<file path="config.mk">
export PLATFORM = sky130hd
export DESIGN_NAME = i2c_pair_receiver
export DESIGN_NICKNAME = d
export VERILOG_FILES = /design/src/rtl/i2c_pair_pkg.sv /design/src/rtl/i2c_pair_line_sync.sv /design/src/rtl/i2c_pair_byte_engine.sv /design/src/rtl/i2c_pair_assembler.sv /design/src/rtl/i2c_pair_receiver.sv
export SDC_FILE = /design/constraint.sdc
export NUM_CORES = 1
export LEC_CHECK = 0
export BUFFER_PORTS_ARGS = -buffer_cell sky130_fd_sc_hd__buf_2
export CAP_MARGIN = 30
export CORE_MARGIN = 2
export CORE_UTILIZATION = 35
export CTS_CLUSTER_SIZE = 14
export DETAILED_ROUTE_END_ITERATION = 10
export HOLD_SLACK_MARGIN = 0.08
export PLACE_DENSITY = 0.52
export SYNTH_ARGS = -nofsm -noshare
export SYNTH_HDL_FRONTEND = slang
export SYNTH_SLANG_ARGS = --single-unit
</file>
<file path="constraint.sdc">
create_clock -name clk -period 5.64 [get_ports clk]
set_input_delay 0.282 -clock clk [delete_from_list [all_inputs] [get_ports clk]]
set_output_delay 0.282 -clock clk [all_outputs]
set_load 0.03 [all_outputs]
</file>
<file path="src/rtl/i2c_pair_pkg.sv">
package i2c_pair_pkg;
  localparam int unsigned BYTE_W = 8;
  localparam int unsigned WORD_W = 2 * BYTE_W;

  typedef enum logic {
    PAIR_FREQ = 1'b0,
    PAIR_CTRL = 1'b1
  } pair_kind_t;
endpackage

</file>
<file path="src/rtl/i2c_pair_line_sync.sv">
module i2c_pair_line_sync #(
  parameter int unsigned STAGES = 2
) (
  input  logic clk,
  input  logic rst_n,
  input  logic scl_i,
  input  logic sda_i,
  output logic sda_s,
  output logic scl_rise,
  output logic scl_fall,
  output logic bus_start,
  output logic bus_stop
);
  logic [STAGES-1:0] scl_sh, sda_sh;
  logic scl_d, sda_d, scl_s;

  always_ff @(posedge clk or negedge rst_n) begin
    if (!rst_n) begin
      scl_sh <= '1;
      sda_sh <= '1;
      scl_d  <= 1'b1;
      sda_d  <= 1'b1;
    end else begin
      scl_sh <= {scl_sh[STAGES-2:0], scl_i};
      sda_sh <= {sda_sh[STAGES-2:0], sda_i};
      scl_d  <= scl_sh[STAGES-1];
      sda_d  <= sda_sh[STAGES-1];
    end
  end

  assign scl_s     = scl_sh[STAGES-1];
  assign sda_s     = sda_sh[STAGES-1];
  assign scl_rise  = scl_s & ~scl_d;
  assign scl_fall  = ~scl_s & scl_d;
  // A line event only counts while SCL stayed high across both samples.
  assign bus_start = scl_s & scl_d & sda_d & ~sda_s;
  assign bus_stop  = scl_s & scl_d & ~sda_d & sda_s;
endmodule

</file>
<file path="src/rtl/i2c_pair_byte_engine.sv">
module i2c_pair_byte_engine
  import i2c_pair_pkg::*;
#(
  parameter logic [6:0] ADDR7 = 7'h65
) (
  input  logic              clk,
  input  logic              rst_n,
  input  logic              sda_s,
  input  logic              scl_rise,
  input  logic              scl_fall,
  input  logic              bus_start,
  input  logic              bus_stop,
  input  logic              data_room,
  output logic              sda_pull_o,
  output logic              byte_stb,
  output logic [BYTE_W-1:0] byte_data
);
  localparam int unsigned CNT_W = $clog2(BYTE_W + 1);
  localparam logic [CNT_W-1:0] FULL = CNT_W'(BYTE_W);
  localparam logic [BYTE_W-1:0] WR_HDR = {ADDR7, 1'b0};

  logic              active, is_addr, in_ack, ack_given, pull_q, stb_q;
  logic [CNT_W-1:0]  cnt;
  logic [BYTE_W-1:0] shreg;
  logic              accept;

  assign accept = is_addr ? (shreg == WR_HDR) : data_room;

  always_ff @(posedge clk or negedge rst_n) begin
    if (!rst_n) begin
      active    <= 1'b0;
      is_addr   <= 1'b0;
      in_ack    <= 1'b0;
      ack_given <= 1'b0;
      pull_q    <= 1'b0;
      stb_q     <= 1'b0;
      cnt       <= '0;
      shreg     <= '0;
    end else begin
      stb_q <= 1'b0;
      if (bus_start) begin
        active    <= 1'b1;
        is_addr   <= 1'b1;
        in_ack    <= 1'b0;
        ack_given <= 1'b0;
        pull_q    <= 1'b0;
        cnt       <= '0;
      end else if (bus_stop) begin
        active <= 1'b0;
        in_ack <= 1'b0;
        pull_q <= 1'b0;
        cnt    <= '0;
      end else if (active) begin
        if (in_ack) begin
          if (scl_fall) begin
            in_ack <= 1'b0;
            pull_q <= 1'b0;
            cnt    <= '0;
            if (ack_given) begin
              if (is_addr) is_addr <= 1'b0;
              else         stb_q   <= 1'b1;
            end else if (is_addr) begin
              active <= 1'b0;
            end
          end
        end else if (cnt == FULL) begin
          if (scl_fall) begin
            in_ack    <= 1'b1;
            ack_given <= accept;
            pull_q    <= accept;
          end
        end else if (scl_rise) begin
          shreg <= {shreg[BYTE_W-2:0], sda_s};
          cnt   <= cnt + 1'b1;
        end
      end
    end
  end

  assign sda_pull_o = pull_q;
  assign byte_stb   = stb_q;
  assign byte_data  = shreg;

  p_ack_rise_r3: assert property (@(posedge clk) disable iff (!rst_n)
    $rose(pull_q) |-> $past(scl_fall));
  p_ack_fall_r3: assert property (@(posedge clk) disable iff (!rst_n)
    $fell(pull_q) |-> $past(scl_fall || bus_start || bus_stop));
  p_no_data_after_nack_r2: assert property (@(posedge clk) disable iff (!rst_n)
    $rose(pull_q) |-> $past(data_room || is_addr));
endmodule

</file>
<file path="src/rtl/i2c_pair_assembler.sv">
module i2c_pair_assembler
  import i2c_pair_pkg::*;
#(
  parameter int unsigned MAX_DATA = 4
) (
  input  logic              clk,
  input  logic              rst_n,
  input  logic              bus_start,
  input  logic              bus_stop,
  input  logic              byte_stb,
  input  logic [BYTE_W-1:0] byte_data,
  output logic              data_room,
  output logic [WORD_W-1:0] ctrl_q,
  output logic              ctrl_upd,
  output logic [WORD_W-1:0] freq_q,
  output logic              freq_upd
);
  localparam int unsigned IDX_W = $clog2(MAX_DATA + 1);
  localparam logic [IDX_W-1:0] IDX_LIM = IDX_W'(MAX_DATA);

  logic [IDX_W-1:0]  idx;
  logic [BYTE_W-1:0] hi_byte;
  pair_kind_t        cur_kind, first_kind, new_kind;
  logic              drop_pair;

  assign new_kind  = pair_kind_t'(byte_data[BYTE_W-1]);
  assign data_room = (idx < IDX_LIM);

  always_ff @(posedge clk or negedge rst_n) begin
    if (!rst_n) begin
      idx        <= '0;
      hi_byte    <= '0;
      cur_kind   <= PAIR_FREQ;
      first_kind <= PAIR_FREQ;
      drop_pair  <= 1'b0;
      ctrl_q     <= '0;
      freq_q     <= '0;
      ctrl_upd   <= 1'b0;
      freq_upd   <= 1'b0;
    end else begin
      ctrl_upd <= 1'b0;
      freq_upd <= 1'b0;
      if (bus_start || bus_stop) begin
        idx       <= '0;
        drop_pair <= 1'b0;
      end else if (byte_stb) begin
        idx <= idx + 1'b1;
        if (!idx[0]) begin
          hi_byte  <= byte_data;
          cur_kind <= new_kind;
          if (idx == '0) begin
            first_kind <= new_kind;
            drop_pair  <= 1'b0;
          end else begin
            drop_pair <= (new_kind == first_kind);
          end
        end else if (!drop_pair) begin
          if (cur_kind == PAIR_CTRL) begin
            ctrl_q   <= {hi_byte, byte_data};
            ctrl_upd <= 1'b1;
          end else begin
            freq_q   <= {hi_byte, byte_data};
            freq_upd <= 1'b1;
          end
        end
      end
    end
  end

  p_fifth_nack_r7: assert property (@(posedge clk) disable iff (!rst_n)
    byte_stb |-> (idx < IDX_LIM));
  p_one_strobe_r6: assert property (@(posedge clk) disable iff (!rst_n)
    $onehot0({ctrl_upd, freq_upd}));
  p_ctrl_hold_r4: assert property (@(posedge clk) disable iff (!rst_n)
    !$stable(ctrl_q) |-> ctrl_upd);
  p_freq_hold_r5: assert property (@(posedge clk) disable iff (!rst_n)
    !$stable(freq_q) |-> freq_upd);
endmodule

</file>
<file path="src/rtl/i2c_pair_receiver.sv">
module i2c_pair_receiver
  import i2c_pair_pkg::*;
#(
  parameter logic [6:0]  DEV_ADDR7   = 7'h65,
  parameter int unsigned SYNC_STAGES = 2,
  parameter int unsigned MAX_DATA    = 4
) (
  input  logic        clk,
  input  logic        rst_n,
  input  logic        scl_i,
  input  logic        sda_i,
  output logic        sda_pull_o,
  output logic [15:0] ctrl_q,
  output logic        ctrl_upd,
  output logic [15:0] freq_q,
  output logic        freq_upd
);
  logic              sda_s, scl_rise, scl_fall, bus_start, bus_stop;
  logic              data_room, byte_stb;
  logic [BYTE_W-1:0] byte_data;

  i2c_pair_line_sync #(.STAGES(SYNC_STAGES)) u_sync (
    .clk(clk), .rst_n(rst_n), .scl_i(scl_i), .sda_i(sda_i),
    .sda_s(sda_s), .scl_rise(scl_rise), .scl_fall(scl_fall),
    .bus_start(bus_start), .bus_stop(bus_stop)
  );

  i2c_pair_byte_engine #(.ADDR7(DEV_ADDR7)) u_engine (
    .clk(clk), .rst_n(rst_n), .sda_s(sda_s), .scl_rise(scl_rise),
    .scl_fall(scl_fall), .bus_start(bus_start), .bus_stop(bus_stop),
    .data_room(data_room), .sda_pull_o(sda_pull_o),
    .byte_stb(byte_stb), .byte_data(byte_data)
  );

  i2c_pair_assembler #(.MAX_DATA(MAX_DATA)) u_asm (
    .clk(clk), .rst_n(rst_n), .bus_start(bus_start), .bus_stop(bus_stop),
    .byte_stb(byte_stb), .byte_data(byte_data), .data_room(data_room),
    .ctrl_q(ctrl_q), .ctrl_upd(ctrl_upd), .freq_q(freq_q), .freq_upd(freq_upd)
  );
endmodule

</file>
# After elaboration in Yosys (flattened, before gate mapping)
# Cells that the tools add are included.
# classes
n_addsub	2
multipliers	0
n_div	0
order_cmp	1
n_eq_ne	9
shifts	0
mux	61
bitwise	19
n_reduce_logical	21
# op_table
operator	count
1-bit 2-to-1 mux	52
4-bit 2-to-1 mux	7
5-bit AND reduction	4
1-bit NOT	12
4-bit AND reduction	3
2-bit nonzero test	6
8-bit equality test (second input constant)	1
4-bit by 2-bit != test with 1-bit output (second input constant)	2
4-bit nonzero test	2
1-bit AND	7
3-bit 2-to-1 mux	2
6-bit AND reduction	1
4-bit by 1-bit adder with 4-bit output (second input constant)	1
4-bit equality test (second input constant)	1
2-bit by 1-bit != test with 1-bit output (second input constant)	2
4-bit by 1-bit != test with 1-bit output (second input constant)	1
3-bit by 1-bit adder with 3-bit output (second input constant)	1
3-bit zero test	1
3-bit < comparator (second input constant)	1
3-bit AND reduction	1
3-bit nonzero test	1
2-bit != test (second input constant)	1
2-bit AND reduction	1
1-bit equality test	1
1-bit logical OR	1
# word_totals
regBits	72
latch_bits	0
ramBits	0
romBits	0
input_bits	4
elab_cells	134
mem_count	0

# Longest topological paths before layout
# depth
word_depth	8
ltp_mapped	7
depth_no_buf	6

# By module
# Synthesis repeated with hierarchy kept, for this count alone.
# unflattened
cells_unflattened	204
area_unflattened_um2	2955.3
# by_module_without_submodules
mod	n_inst	cells_per_inst	area_each_um2	seq_area_each_um2
i2c_pair_assembler	1	118	1886.8	1176.1
i2c_pair_byte_engine	1	76	878.3	450.4
i2c_pair_line_sync	1	10	190.2	157.7

# Least setup slack after synthesis
# Ideal clock, no wire load.
# synth_timing
kind	register to register
start	register u_sync.sda_sh[1]
end	register u_asm.ctrl_q[10]
setup_time_ns	0.125
arrival_time_ns	2.010
slack_ns	3.504
path_stages_with_launch	8
cell_sequence	dfstp_2 -> xor2_1 -> and3_1 -> buf_6 -> or4b_4 -> buf_6 -> buf_12 -> mux2_4
# synth_between
elab_chain_len	5
elab_cells_between_ends	6
cone_classes	bitwise: 4; reduce/logical: 2
# synth_lines
element	line_no	text
start: declaration	i2c_pair_line_sync.sv:14	logic [STAGES-1:0] scl_sh, sda_sh;
start signal: assignment	i2c_pair_line_sync.sv:25	sda_sh <= {sda_sh[STAGES-2:0], sda_i};
1-bit NOT	i2c_pair_line_sync.sv:36	assign bus_start = scl_s & scl_d & sda_d & ~sda_s;
1-bit AND	i2c_pair_line_sync.sv:36	
1-bit logical OR (*)	i2c_pair_assembler.sv:43	if (bus_start || bus_stop) begin
1-bit NOT (no line) (*)	-	
5-bit AND reduction (no line) (*)	-	
end signal: assignment	i2c_pair_assembler.sv:59	ctrl_q <= {hi_byte, byte_data};
end: declaration	i2c_pair_assembler.sv:13	output logic [WORD_W-1:0] ctrl_q,
# Mark *: on every way between the ends. The rest lies on a longest branch, timed or not.
# A chain may end at the register's enable or synchronous reset.

# Worst setup path after layout
# layout_timing
start	register u_sync.sda_sh[1]
end	register u_asm.ctrl_q[12]
# The elaborated chain is that of the path after synthesis.

==> reports/summary.txt <==
Req. time, crit path = 5.87 ns
Initial Utilization = 35.9%
Post-route insts no fill = 356
Max-Cap Viols = 0
Clock sink count = 71
Cell Rows = 33
Clock Tree Root = clkbuf_8
Pre-CTS worst setup slack = 3.42 ns
RSZ-0062 raised after global routing = false
Die width = 95.3 um
Final period util = 39.1%
Power density cells = 337 nW/um2
Worst-Skew Late Latency = 0.34 ns
Max Used Layer = met4
Top_reg_cell synth = dfrtp_1
Vias in the first global route = 1675
Final Hold Fails = 0
Global-route wire length before repair = 8.72 mm
Worst Hold Class = in2async
Met1 Routed Length = 2.50 mm
Crit path max fanout = 17
TritonCTS Buffers = 9
Post-synth EDFFs = 0
Synth Area in Adders = 1.71%
Leakage = 1.78 nW
Final slew viol count = 0
Synthesis-to-finish area growth = 16.9%
CP Capture Type = flip-flop
First-pass DRT Iterations = 4
Post-Synth XOR/XNOR Area = 0.900%
Rel. slew slack = 40.6%
Mapped Cells = 202
DRT antenna net count = 0
Nets = 255
# diodes = 0
Skew final = 0.00718 ns
Grt ovf = 0
Final Core Density = 41.9%
Setup TNS = 0 ns
Netlist cell types = 39
Area share of and/or/nand/nor cells after synthesis = 9.13%
DR WL met3 = 301 um
DR vias = 1732
Worst-Margin Slew = 0.891 ns
IO Pins = 39
Outcome = completed
IO Port Bufs = 38
Clock-pin slew on the worst setup and hold paths = 0.08 ns
Ys Warns = 0
Dpl hpwl = 3.41 mm
Register-to-Register Path Depth = 4
H-tree depth = 3
Via/cell ratio = 4.87
Die Y = 95.3 um
Seq/Total Area, Yosys = 61.1%
Synth Cell Area = 2920 um2
CP Class = reg2reg
Pin count of the biggest net entering global routing = 72
WL final = 5.17 mm
Gr usage total = 12.8%
Crit start category = flip-flop
Max Fclk = 454 MHz
Final setup vio count = 0
Placed Instances = 339
Drt drc = 0
Reg2Reg Setup Slack = 3.44 ns
WL met2 = 2.33 mm
Share of cells above drive strength 1 = 45.4%
Final WS setup = 3.44 ns
Synth Area in Compound Gates = 3.86%
CTS tree = done
Avg WL per Cell = 14.5 um
GPL Wtd Cong = 0.778
Mux contribution to synthesized area = 20.2%
Worst Hold Slack = 0.132 ns
Max clock buf depth = 2
Final min period = 2.20 ns
Die area = 9090 um2
Async SR Flop Fraction = 100%
DRT iter0 DRCs = 61
Worst Path Arrival = 2.43 ns
Max VDD drop = 0.176 mV
Syn_nets = 210
Largest family of logic cells by synthesized area = multiplexers
Initial antenna violation count = 0
Mean Syn Cell Area = 14.5 um2
Post-CTS Resized = 0
Core area = 8130 um2
Seq cells post-synth = 71
Yosys cell counts (all sizes together) (2+ instances only):
cell,count,area [um2]
a21oi,6,30.0
a31oi,2,12.5
and3b,2,17.5
buf,6,58.8
clkbuf,2,7.51
dfrtp,65,1630
dfstp,6,158
ha,4,50.1
inv,6,22.5
mux2,48,571
mux2i,2,20.0
nand2,8,30.0
nand2b,3,18.8
nand3,5,25.0
nand3b,3,22.5
nand4,2,12.5
nor2,5,18.8
nor2b,5,31.3
nor3,2,10.0
o21ai,4,20.0
or4b,2,23.8
xor2,3,26.3
area by class of cell:
| type | count | area (um2) |
|---|---|---|
| clock buffers | 10 | 138 |
| clock inverters | 5 | 57.6 |
| fillers | 755 | 4720 |
| inverters | 6 | 22.5 |
| multi-input cells | 117 | 1050 |
| flip-flops and latches | 71 | 1780 |
| well taps | 105 | 131 |
| repair buffers | 42 | 233 |
worst paths after layout:
check	start	endpoint
worst min register to register	u_sync.scl_sh[0]	u_sync.scl_sh[1]
worst max-delay path	u_sync.sda_sh[1]	u_asm.ctrl_q[12]
max in group asynchronous	rst_n	u_asm.idx[2]
min in group clk	u_sync.scl_sh[0]	u_sync.scl_sh[1]
worst max register to register	u_sync.sda_sh[1]	u_asm.ctrl_q[12]
worst min-delay path	rst_n	u_asm.ctrl_q[8]
per-layer routing:
layer  vias up  track usage (%)
met2        37             18.4
met5         -                0
met1       878             17.4
met3         5             6.01
li1        812                -
met4         0             3.26
timing repair:
item	CTS	global route
endpoints found under the setup margin	0	0
buffers inserted	0	0
hold endpoints to repair	2	0
hold buffers	2	0
registers in the layout (all words and copies together) (netlist names), 2 cells and up:
name                count
u_asm.ctrl_q           16
u_asm.freq_q           16
u_asm.hi_byte           8
u_asm.idx               3
u_engine.byte_data      8
u_engine.cnt            4
u_sync.scl_sh           2
u_sync.sda_sh           2
placed cells by master, fill, tap and decap left out, types with 6 or more instances in the layout:
cell type,synthesis,routed
a21oi_1,6,6
buf_2,1,38
clkbuf_8,0,10
dfrtp_1,65,65
dfstp_2,6,6
inv_1,6,6
mux2_2,40,40
mux2_4,8,8
nand2_1,8,8
cells by family (layout without fill, tap and decap cells):
kind of cell | after synthesis | count (layout)
buffers and inverters | 14 | 63
XOR/XNOR | 3 | 3
AND/OR/NAND/NOR | 42 | 42
AO/OA/AOI/OAI | 18 | 18
adder cells (fa/ha/maj) | 4 | 4
multiplexers | 50 | 50
flip-flops | 71 | 71
per-stage QoR:
stage	cell area [um2]	total power [W]
after floorplan	2920	0.000700
after global placement	3180	0.000755
after detailed placement	3200	0.000756
after CTS	3410	0.00117
after global routing	3410	0.00122
final	3410	0.00115
worst max-delay path: stages, from the launching register on:
cell	delay, ns
dfstp_2	0.57
xor2_1	0.10
and3_1	0.32
or4b_4	0.75
mux2_4	0.35
power by group:
part           switching [W]  total [W]  internal [W]
clock               0.000190   0.000405      0.000215
sequential         0.0000688   0.000622      0.000554
combinational      0.0000608   0.000123     0.0000622
total               0.000319    0.00115      0.000831
Note: power is estimated with default switching activity, not from simulation.
